File: src/rtl/mctp_pkt_tx.sv
module mctp_pkt_tx #(
  parameter int MTU = 64,
  localparam int CW = $clog2(MTU + 1),
  localparam int LW = $clog2(MTU + 10)
) (
  input  logic          clk,
  input  logic          rst_n,
  input  logic          start,
  input  logic          req_ctl,
  input  logic [CW-1:0] req_ctl_len,
  input  logic [6:0]    req_saddr,
  input  logic [7:0]    req_seid,
  input  logic [2:0]    req_tag,
  input  logic [6:0]    own_addr,
  input  logic [7:0]    own_eid,
  output logic          seg_req,
  input  logic          seg_ack,
  input  logic [CW-1:0] seg_cnt,
  input  logic          seg_som,
  input  logic          seg_eom,
  output logic [LW-1:0] pay_idx,
  input  logic [7:0]    pay_byte,
  output logic          bus_send,
  output logic [7:0]    bus_byte,
  output logic          bus_stop,
  input  logic          bus_rdy,
  output logic          busy
);

  typedef enum logic [2:0] {S_IDLE, S_PREP, S_WAIT, S_SEND, S_STOP} st_t;

  st_t           st;
  logic          is_ctl, first, som, eom;
  logic [CW-1:0] ctl_len;
  logic [6:0]    daddr;
  logic [7:0]    deid;
  logic [2:0]    tag;
  logic [1:0]    seq;
  logic [LW-1:0] len, pos;
  logic [7:0]    pec;

  function automatic logic [7:0] crc8(input logic [7:0] c, input logic [7:0] d);
    logic [7:0] r;
    r = c ^ d;
    for (int i = 0; i < 8; i++) r = r[7] ? ((r << 1) ^ 8'h07) : (r << 1);
    return r;
  endfunction

  wire [CW-1:0] seg_clamp = (seg_cnt > CW'(MTU)) ? CW'(MTU) : seg_cnt;
  wire [CW-1:0] ctl_clamp = (req_ctl_len > CW'(MTU)) ? CW'(MTU) : req_ctl_len;

  assign busy     = (st != S_IDLE);
  assign seg_req  = (st == S_PREP) && !is_ctl;
  assign bus_send = (st == S_SEND) && (pos < len);
  assign bus_stop = (st == S_STOP);
  assign pay_idx  = pos - LW'(8);

  always_comb begin
    case (pos)
      LW'(0):  bus_byte = {daddr, 1'b0};
      LW'(1):  bus_byte = 8'h0F;
      LW'(2):  bus_byte = 8'(len - LW'(4));
      LW'(3):  bus_byte = {own_addr, 1'b1};
      LW'(4):  bus_byte = 8'h01;
      LW'(5):  bus_byte = deid;
      LW'(6):  bus_byte = own_eid;
      LW'(7):  bus_byte = {som, eom, seq, 1'b0, tag};
      default: bus_byte = (pos == len - LW'(1)) ? pec : pay_byte;
    endcase
  end

  always_ff @(posedge clk or negedge rst_n) begin
    if (!rst_n) begin
      st      <= S_IDLE;
      is_ctl  <= 1'b0;
      first   <= 1'b0;
      som     <= 1'b0;
      eom     <= 1'b0;
      ctl_len <= '0;
      daddr   <= '0;
      deid    <= '0;
      tag     <= '0;
      seq     <= '0;
      len     <= '0;
      pos     <= '0;
      pec     <= '0;
    end else begin
      case (st)
        S_IDLE: if (start) begin
          is_ctl  <= req_ctl;
          ctl_len <= ctl_clamp;
          daddr   <= req_saddr;
          deid    <= req_seid;
          tag     <= req_tag;
          first   <= 1'b1;
          st      <= S_PREP;
        end
        S_PREP: begin
          pos <= '0;
          pec <= '0;
          if (!is_ctl) st <= S_WAIT;
          else if (ctl_len == '0) begin
            len <= '0;
            st  <= S_IDLE;
          end else begin
            len <= LW'(ctl_len) + LW'(9);
            som <= 1'b1;
            eom <= 1'b1;
            seq <= 2'd0;
            st  <= S_SEND;
          end
        end
        S_WAIT: if (seg_ack) begin
          if (seg_clamp == '0) begin
            len <= '0;
            st  <= S_IDLE;
          end else begin
            len   <= LW'(seg_clamp) + LW'(9);
            som   <= seg_som;
            eom   <= seg_eom;
            seq   <= (seg_som || first) ? 2'd0 : seq + 2'd1;
            first <= 1'b0;
            st    <= S_SEND;
          end
        end
        S_SEND: begin
          if (pos < len) begin
            if (bus_rdy) begin
              pec <= crc8(pec, bus_byte);
              pos <= pos + LW'(1);
            end
          end else st <= S_STOP;
        end
        S_STOP: if (bus_rdy) begin
          len <= '0;
          st  <= is_ctl ? S_IDLE : S_PREP;
        end
        default: st <= S_IDLE;
      endcase
    end
  end

endmodule

File: config.mk
export PLATFORM = sky130hd
export DESIGN_NAME = mctp_pkt_tx
export DESIGN_NICKNAME = d
export VERILOG_FILES = /design/src/rtl/mctp_pkt_tx.sv
export SDC_FILE = /design/constraint.sdc
export NUM_CORES = 1
export LEC_CHECK = 0
export BUFFER_PORTS_ARGS = -buffer_cell sky130_fd_sc_hd__buf_2
export CAP_MARGIN = 15
export CORE_MARGIN = 2
export CORE_UTILIZATION = 35
export CTS_BUF_LIST = sky130_fd_sc_hd__clkbuf_16
export DETAILED_ROUTE_END_ITERATION = 10
export SLEW_MARGIN = 20
export SYNTH_ARGS = -nofsm -noshare
export SYNTH_HDL_FRONTEND = slang
export SYNTH_SLANG_ARGS = --single-unit
File: constraint.sdc
create_clock -name clk -period 3.3 [get_ports clk]
set_clock_uncertainty 0.15 [all_clocks]
set_input_delay 0.33 -clock clk [delete_from_list [all_inputs] [get_ports clk]]
set_output_delay 0.33 -clock clk [all_outputs]
set_load 0.005 [all_outputs]
==> results of run 1 <==
-- final cells by class --
class,instances,area share [%]
sequential,56,27.5
tap,147,3.61
timing repair buffer,108,12.1
inverter,27,1.99
clock buffer,5,2.46
multi-input combinational,394,52.1
clock inverter,3,0.270
-- cell families (layout without fill, tap and decap cells) --
kind of cell               after synthesis  in the layout  synth area share (%)
AOI/OAI and AO/OA                      133            133                  22.0
adders and majority gates               20             20                  5.85
and+or+nand+nor                        194            194                  22.7
DFF                                     56             56                  32.7
buffers and inverters                   58            143                  6.26
muxes                                   10             10                  2.43
xor gates and xnor gates                37             37                  8.10
-- cell usage after synthesis, types with 5 or more instances --
| cell type | n |
|---|---|
| o21ai_1 | 9 |
| xor2_1 | 15 |
| mux2i_1 | 7 |
| ha_1 | 20 |
| a31oi_1 | 6 |
| nand2b_1 | 15 |
| nor3_1 | 8 |
| o22ai_1 | 5 |
| nand2_1 | 84 |
| nand3_1 | 20 |
| dfrtp_1 | 56 |
| a21oi_1 | 26 |
| inv_1 | 27 |
| o21bai_1 | 5 |
| o21ai_0 | 26 |
| nand3b_1 | 6 |
| nor2_1 | 29 |
| clkbuf_1 | 18 |
| a22oi_1 | 7 |
| xnor2_1 | 19 |
-- worst max path at each step --
stage                             startpoint            endpoint  slack, ns  cells past startpoint
final                     len[1]$_DFFE_PN0P_         bus_byte[5]       0.18                     10
after detailed placement  len[3]$_DFFE_PN0P_  pec[4]$_DFFE_PN0P_       0.02                     12
after CTS                 len[3]$_DFFE_PN0P_         bus_byte[1]       0.02                     10
after floorplan           len[2]$_DFFE_PN0P_  pec[4]$_DFFE_PN0P_       0.30                     11
after global routing      len[1]$_DFFE_PN0P_         bus_byte[1]     -0.003                     10
after global placement    len[3]$_DFFE_PN0P_  pec[4]$_DFFE_PN0P_       0.11                     12
-- sequential cells by signal, indices dropped and copies added, names as in the netlist, 2 cells and up --
signal / count
ctl_len: 7
daddr: 7
deid: 8
len: 7
pec: 8
pos: 7
seq: 2
st: 3
tag: 3
-- power breakdown --
group / total [mW] / switching [mW] / internal [mW]
Combinational: 2.94 / 1.63 / 1.31
Sequential: 1.24 / 0.289 / 0.949
Clock: 0.540 / 0.262 / 0.278
-- worst reg2reg max path, delay by kind of cell, from the launching register on --
family | cells | cell delay [ns]
AND/OR/NAND/NOR | 1 | 0.20
adder cells (fa/ha/maj) | 1 | 0.21
AO/OA/AOI/OAI | 6 | 1.21
buffers and inverters | 3 | 0.47
XOR/XNOR | 2 | 0.36
flip-flops | 1 | 0.40
-- metrics by stage --
stage / instances / power [mW]
after global placement: 728 / 4.04
final: 740 / 4.72
after global routing: 740 / 5.10
after CTS: 737 / 4.62
after floorplan: 508 / 3.28
after detailed placement: 728 / 4.07
-- metal layers --
layer,routed length (um),GRT usage (%)
met3,595,2.33
met2,5750,31.7
met1,5600,25.7
met5,0,0
met4,165,4.47
-- repair_timing --
action / in CTS / in global routing
setup endpoints to repair: 4 / 15
pin swaps: 0 / 5
buffers inserted: 0 / 3
endpoints found under the hold margin: 19 / 0
hold buffers: 1 / 0
resized for setup: 2 / 11
==> results.yml, run 1 <==
drt:
  drc_errors: 0
  vias: 3935
  drtAntennaViolNets: 0
  wl_per_cell_um: 16.4
  wl_um: 12100
  firstDrtPassIters: 5
  drt_iter0_drc: 190
  via_per_inst: 5.32
sta:
  period_share_pct: 94.7
  min_period_ns: 3.12
  finalSetupTns_ns: 0
  finalWorstSetupSlack_ns: 0.175
  fin_hold_ws_ns: 0.0705
  maxSlewHeadroom_pct: 56.6
  final_max_slew_viol_count: 0
  setup_viol: 0
  worstMarginPinSlew_ns: 0.645
  max_freq_ghz: 0.320
  final-hold-violation-count: 0
logic_synthesis:
  synth-edff-count: 0
  synthCells: 508
  ys_async_sr_fraction_pct: 100
  synth_ff_type: "dfrtp_1"
  yosys-top-cells-area: "dfrtp_1, nand2_1, ha_1, xnor2_1, xor2_1"
  synth_top_area_share_pct: 32.7
  yosys_register_bits: 56
  avgSynthCellArea_sq_um: 8.42
  yosysWarnings: 0
  yosysUniqueCellTypes: 69
  synth_nets: 591
  syn_area_sq_um: 4280
  synth_top_cell_by_area: "dfrtp_1"
  yosysSeqAreaShare_pct: 32.7
finish:
  seq_area_sq_um: 1400
  mostFrequentLayoutCell: "nand2_1"
  final_area_sq_um: 5090
  insertedDiodeCount: 0
  drive_gt1_share_pct: 24.6
  multi_input_area_sq_um: 2650
  syn_to_final_growth_pct: 19.0
  final_nets: 675
  fillers: 1180
  fin_util_pct: 42.6
  final_cell_mix: "nand2_1, buf_2, dfrtp_1"
grt:
  grt_pass1_wl_um: 19500
  antenna_found_initial: 0
  grt_max_degree: 38
  grt_overflow: 0
  grt_pass1_vias: 3882
  track_usage_pct: 18.8
die:
  core-area_sq_um: 12000
  dieArea_sq_um: 13100
  fp.dieW_um: 115
  pin_count: 82
  die_h_um: 115
  rows: 40
  start_util_pct: 35.8
critical_path:
  critPathTopFamily: "compound AO/OA/AOI/OAI gates"
  cp_slowest_cell: "dfrtp_1"
  worstSetupPathType: "register to primary output"
  cp_cell_sequence: "inv_1 > ha_1 > nand2b_1 > a21o_1 > a2111oi_4 > and3_4 > buf_4 > mux2i_1 > o21ai_0 > buf_2"
  cp.arrival_ns: 2.64
  end_kind: "primary output"
  slowest_delay_ns: 0.40
  critPathMaxFanout: 6
  r2r_end: "pec[2]$_DFFE_PN0P_"
  r2r_start: "len[1]$_DFFE_PN0P_"
  r2r_cells: 13
  critPathLaunchType: "register"
  r2r_slack_ns: 0.19
  cp.buffers_inverters: 3
  crit_required_ns: 2.82
placed_design:
  postPlaceCellArea_sq_um: 4870
  io_buffers: 81
  gp_congestion: 0.931
  dpl.hpwl_um: 9250
  dp_slack_ns: 0.0244
power:
  power_density_nw_per_um2: 926
  p_leak_nw: 2.35
  ir_drop_mv: 0.278
clocking:
  clock_latency_ns: 0.30
  clockBufferDepth: 2
  root_buffer: "clkbuf_16"
  htree_num_levels: 2
  clock_sinks: 56
  tritoncts: "done"
  numCtsBuffers: 5
  path_clk_slew_ns: 0.08
status:
  status: "complete, no violations"
worst_hold_path:
  hold_depth: 3
  hold_path_class: "primary input to register"
  worst_hold_path.endpoint: "daddr[4]$_DFFE_PN0P_"
  hold_start: "req_saddr[4]"
run:
  maxCapViolations: 0
(Power assumes the default switching activity.)
==> inputs of run 2 (changes only) <==
==> constraint.sdc (replaced) <==
create_clock -name clk -period 3.3 [get_ports clk]
set_clock_uncertainty 0.15 [all_clocks]
set_input_delay 0.495 -clock clk [delete_from_list [all_inputs] [get_ports clk]]
set_output_delay 0.495 -clock clk [all_outputs]
set_load 0.005 [all_outputs]
==> results.yml, run 2 (same netlist as run 1, synthesis figures left out) <==
drt:
  drc_errors: 0
  firstDrtPassIters: 5
  drtAntennaViolNets: 0
  drt_iter0_drc: 207
  via_per_inst: 5.45
  wl_um: 12900
  vias: 4118
  wl_per_cell_um: 17.0
finish:
  multi_input_area_sq_um: 2710
  mostFrequentLayoutCell: "nand2_1"
  fillers: 1159
  drive_gt1_share_pct: 27.5
  insertedDiodeCount: 0
  reg_top3: "deid x8, pec x8"
  fin_util_pct: 44.6
  syn_to_final_growth_pct: 24.5
  final_nets: 691
  final_cell_mix: "nand2_1, buf_2, dfrtp_1"
  seq_area_sq_um: 1400
grt:
  grt_pass1_wl_um: 20500
  grt_max_degree: 57
  antenna_found_initial: 0
  grt_pass1_vias: 4114
  grt_overflow: 0
  track_usage_pct: 19.8
critical_path:
  cp.arrival_ns: 2.64
  critPathMaxFanout: 8
  end_kind: "primary output"
  critPathLaunchType: "register"
  r2r_start: "len[3]$_DFFE_PN0P_"
  r2r_end: "pec[1]$_DFFE_PN0P_"
  cp_cell_sequence: "inv_2 > ha_4 > nor3b_4 > nand3_2 > a2111oi_4 > and3_4 > buf_12 > buf_8 > nor2_1 > a21oi_1 > o21ai_1 > buf_2"
  slowest_delay_ns: 0.44
  worstSetupPathType: "register to primary output"
  endpoint: "bus_byte[6]"
  cp_slowest_cell: "a2111oi_4"
  critPathLaunch: "len[3]$_DFFE_PN0P_"
  r2r_cells: 14
  r2r_slack_ns: 0.03
  crit_required_ns: 2.65
clocking:
  clock_sinks: 56
  root_buffer: "clkbuf_16"
  numCtsBuffers: 5
  htree_num_levels: 2
  path_clk_slew_ns: 0.07
  tritoncts: "done"
  postCtsHoldBufs: 0
  clockBufferDepth: 2
  clock_latency_ns: 0.30
status:
  status: "complete, no violations"
power:
  power_density_nw_per_um2: 958
  ir_drop_mv: 0.322
  p_leak_nw: 2.46
  p_total_mw: 5.11
placed_design:
  gp_congestion: 0.905
  dp_slack_ns: -0.00834
  dpl.hpwl_um: 9220
  io_buffers: 81
die:
  die_h_um: 115
  rows: 40
  dieArea_sq_um: 13100
  core-area_sq_um: 12000
  start_util_pct: 35.8
  fp.dieW_um: 115
  pin_count: 82
sta:
  period_share_pct: 99.7
  min_period_ns: 3.29
  maxSlewHeadroom_pct: 51.9
  setup_viol: 0
  final_max_slew_viol_count: 0
  final-hold-violation-count: 0
  finalWorstSetupSlack_ns: 0.0107
  rsz0062_at_grt: "yes"
  worstMarginPinSlew_ns: 0.721
  max_freq_ghz: 0.304
run:
  maxCapViolations: 0
worst_hold_path:
  hold_path_class: "primary input to async pin"
run 2: worst min path at each step:
stage | from | end | slack (ns) | cells after the start
after global routing | rst_n | ctl_len[1]$_DFFE_PN0P_ | 0.24 | 2
after CTS | rst_n | ctl_len[1]$_DFFE_PN0P_ | 0.22 | 2
after detailed placement | deid[6]$_DFFE_PN0P_ | deid[6]$_DFFE_PN0P_ | 0.32 | 2
after floorplan | rst_n | ctl_len[0]$_DFFE_PN0P_ | 0.05 | 0
after global placement | tag[1]$_DFFE_PN0P_ | tag[1]$_DFFE_PN0P_ | 0.31 | 2
final | rst_n | ctl_len[1]$_DFFE_PN0P_ | 0.18 | 2
run 2: per-layer routing:
| metal | global-route usage (%) | wire length, um | part of all wire, % | up-vias |
|---|---|---|---|---|
| li1 | - | - | - | 1987 |
| met1 | 26.5 | 5830 | 45 | 1957 |
| met2 | 33.1 | 6170 | 48 | 142 |
| met3 | 2.38 | 554 | 4.3 | 32 |
| met4 | 7.07 | 301 | 2.3 | 0 |
| met5 | 0 | 0 | 0 | - |
run 2: area by class of cell:
| class | instances | area share (%) |
|---|---|---|
| inverter | 27 | 1.90 |
| clock inverter | 2 | 1.13 |
| sequential | 56 | 26.3 |
| clock buffer | 5 | 2.35 |
| timing repair buffer | 124 | 14.1 |
| tap | 147 | 3.45 |
| multi-input combinational | 394 | 50.8 |
run 2: worst max-delay path, delay by kind of cell, from the launching register on:
family	cells	cell delay (ns)
and+or+nand+nor	4	0.67
buffers and inverters	4	0.50
adders and majority gates	1	0.16
DFF	1	0.40
AOI/OAI and AO/OA	3	0.62
run 2: through the flow:
| step | hold WS [ns] | instances | cell area, sq um | TNS [ns] |
|---|---|---|---|---|
| after floorplan | 0.0494 | 508 | 4280 | 0 |
| after global routing | 0.242 | 755 | 5330 | -0.955 |
| after global placement | 0.311 | 727 | 4880 | 0 |
| final | 0.180 | 755 | 5330 | 0 |
| after CTS | 0.217 | 743 | 5170 | 0 |
| after detailed placement | 0.315 | 727 | 4880 | -0.00834 |
run 2: power by group:
group,switching (mW),internal (mW),leakage (nW)
registers,0.286,0.948,0.709
clock network,0.257,0.431,0.0899
logic,1.75,1.43,1.66
run 2: timing repair:
item / CTS / global route
buffers inserted: 9 / 12
setup endpoints to repair: 9 / 12
gates resized for setup: 10 / 15
pin swaps: 5 / 11
gates cloned: 0 / 0
==> inputs of run 3 (changes only) <==
--- a/config.mk
+++ b/config.mk
@@ -9,7 +9,7 @@
 export CAP_MARGIN = 15
 export CORE_MARGIN = 2
 export CORE_UTILIZATION = 35
-export CTS_BUF_LIST = sky130_fd_sc_hd__clkbuf_16
+export CTS_BUF_LIST = sky130_fd_sc_hd__clkbuf_4 sky130_fd_sc_hd__clkbuf_8
 export DETAILED_ROUTE_END_ITERATION = 10
 export SLEW_MARGIN = 20
 export SYNTH_ARGS = -nofsm -noshare
==> results.yml, run 3 (same netlist as run 1, synthesis figures left out) <==
drt:
  via_per_inst: 5.43
  drc_errors: 0
  drt_iter0_drc: 237
  wl_per_cell_um: 16.7
  wl_um: 12600
  vias: 4102
  drtAntennaViolNets: 0
  firstDrtPassIters: 7
clocking:
  numCtsBuffers: 5
  clockBufferDepth: 2
  root_buffer: "clkbuf_8"
  path_clk_slew_ns: 0.10
  htree_num_levels: 2
  tritoncts: "done"
  clock_latency_ns: 0.32
  clock_sinks: 56
  postCtsHoldBufs: 0
finish:
  stdcell_count: 756
  final_cell_mix: "nand2_1, buf_2, dfrtp_1"
  final_area_sq_um: 5310
  fin_util_pct: 44.4
  final_nets: 692
  mostFrequentLayoutCell: "nand2_1"
  insertedDiodeCount: 0
  fillers: 1165
  drive_gt1_share_pct: 27.8
  reg_top3: "deid x8, pec x8"
  syn_to_final_growth_pct: 24.0
grt:
  grt_overflow: 0
  grt_pass1_wl_um: 20500
  grt_max_degree: 57
  antenna_found_initial: 0
  track_usage_pct: 19.7
  grt_pass1_vias: 4123
sta:
  finalWorstSetupSlack_ns: 0.000384
  max_freq_ghz: 0.303
  fin_hold_ws_ns: 0.149
  worstMarginPinSlew_ns: 0.728
  final-hold-violation-count: 0
  finalSetupTns_ns: 0
  setup_viol: 0
  rsz0062_at_grt: "yes"
  maxSlewHeadroom_pct: 51.5
  final_max_slew_viol_count: 0
  min_period_ns: 3.30
  period_share_pct: 100
placed_design:
  place_inst: 727
  postPlaceCellArea_sq_um: 4880
  gp_congestion: 0.905
  dp_slack_ns: -0.00834
  dpl.hpwl_um: 9220
  io_buffers: 81
worst_hold_path:
  hold_path_class: "primary input to async pin"
critical_path:
  cp.arrival_ns: 2.65
  critPathLaunchType: "register"
  crit_required_ns: 2.65
  critPathMaxFanout: 5
  worstSetupPathType: "register to primary output"
  end_kind: "primary output"
power:
  p_leak_nw: 2.45
  p_total_mw: 4.94
  power_density_nw_per_um2: 932
  ir_drop_mv: 0.286
die:
  die_h_um: 115
  start_util_pct: 35.8
  fp.dieW_um: 115
  dieArea_sq_um: 13100
  core-area_sq_um: 12000
  pin_count: 82
  rows: 40
status:
  status: "complete, no violations"
run:
  maxCapViolations: 0
run 3: worst paths after layout:
kind	start	endpoint	slack (ns)	cells after the start
min in group clk	req_saddr[0]	daddr[0]$_DFFE_PN0P_	0.21	3
max in group asynchronous	rst_n	is_ctl$_DFFE_PN0P_	2.37	2
min reg2reg	deid[6]$_DFFE_PN0P_	deid[6]$_DFFE_PN0P_	0.34	2
min	rst_n	ctl_len[1]$_DFFE_PN0P_	0.15	2
max reg2reg	len[3]$_DFFE_PN0P_	pec[0]$_DFFE_PN0P_	0.07	14
max	len[3]$_DFFE_PN0P_	bus_byte[6]	0.0004	12
run 3: critical path, stage by stage, from the launching register on:
cell and delay [ns]:
dfrtp_1 0.40, inv_2 0.12, ha_4 0.17, nor3b_4 0.24
nand3_2 0.12, a2111oi_4 0.40, and3_4 0.30, buf_12 0.14
buf_8 0.11, nor2_4 0.03, a21oi_2 0.09, o21ai_1 0.09
buf_2 0.13
run 3: metal layers:
layer / track usage, % / up-vias / wire length, um
met5: 0 / - / 0
met4: 6.10 / 0 / 244
met3: 2.28 / 22 / 595
met2: 32.9 / 130 / 6050
met1: 26.7 / 1957 / 5720
li1: - / 1993 / -
run 3: area by class of cell:
class | instances | area [sq um] | share of cell area (%)
Clock buffer | 5 | 68.8 | 1.30
Clock inverter | 2 | 60.1 | 1.13
Inverter | 27 | 101 | 1.91
Multi-Input combinational cell | 394 | 2710 | 51.0
Sequential cell | 56 | 1400 | 26.4
Tap cell | 147 | 184 | 3.47
Timing Repair Buffer | 125 | 783 | 14.8
run 3: timing repair:
item                                   4_1_cts  5_1_grt
endpoints found under the hold margin        0        0
pin swaps                                    4       15
buffers inserted                            13        8
setup endpoints to repair                   11       16
gates cloned                                 1        0
resized for setup                           17       12
run 3: report_power, final:
part / switching, mW / internal [mW]
clock: 0.237 / 0.299
sequential: 0.284 / 0.947
combinational: 1.73 / 1.44
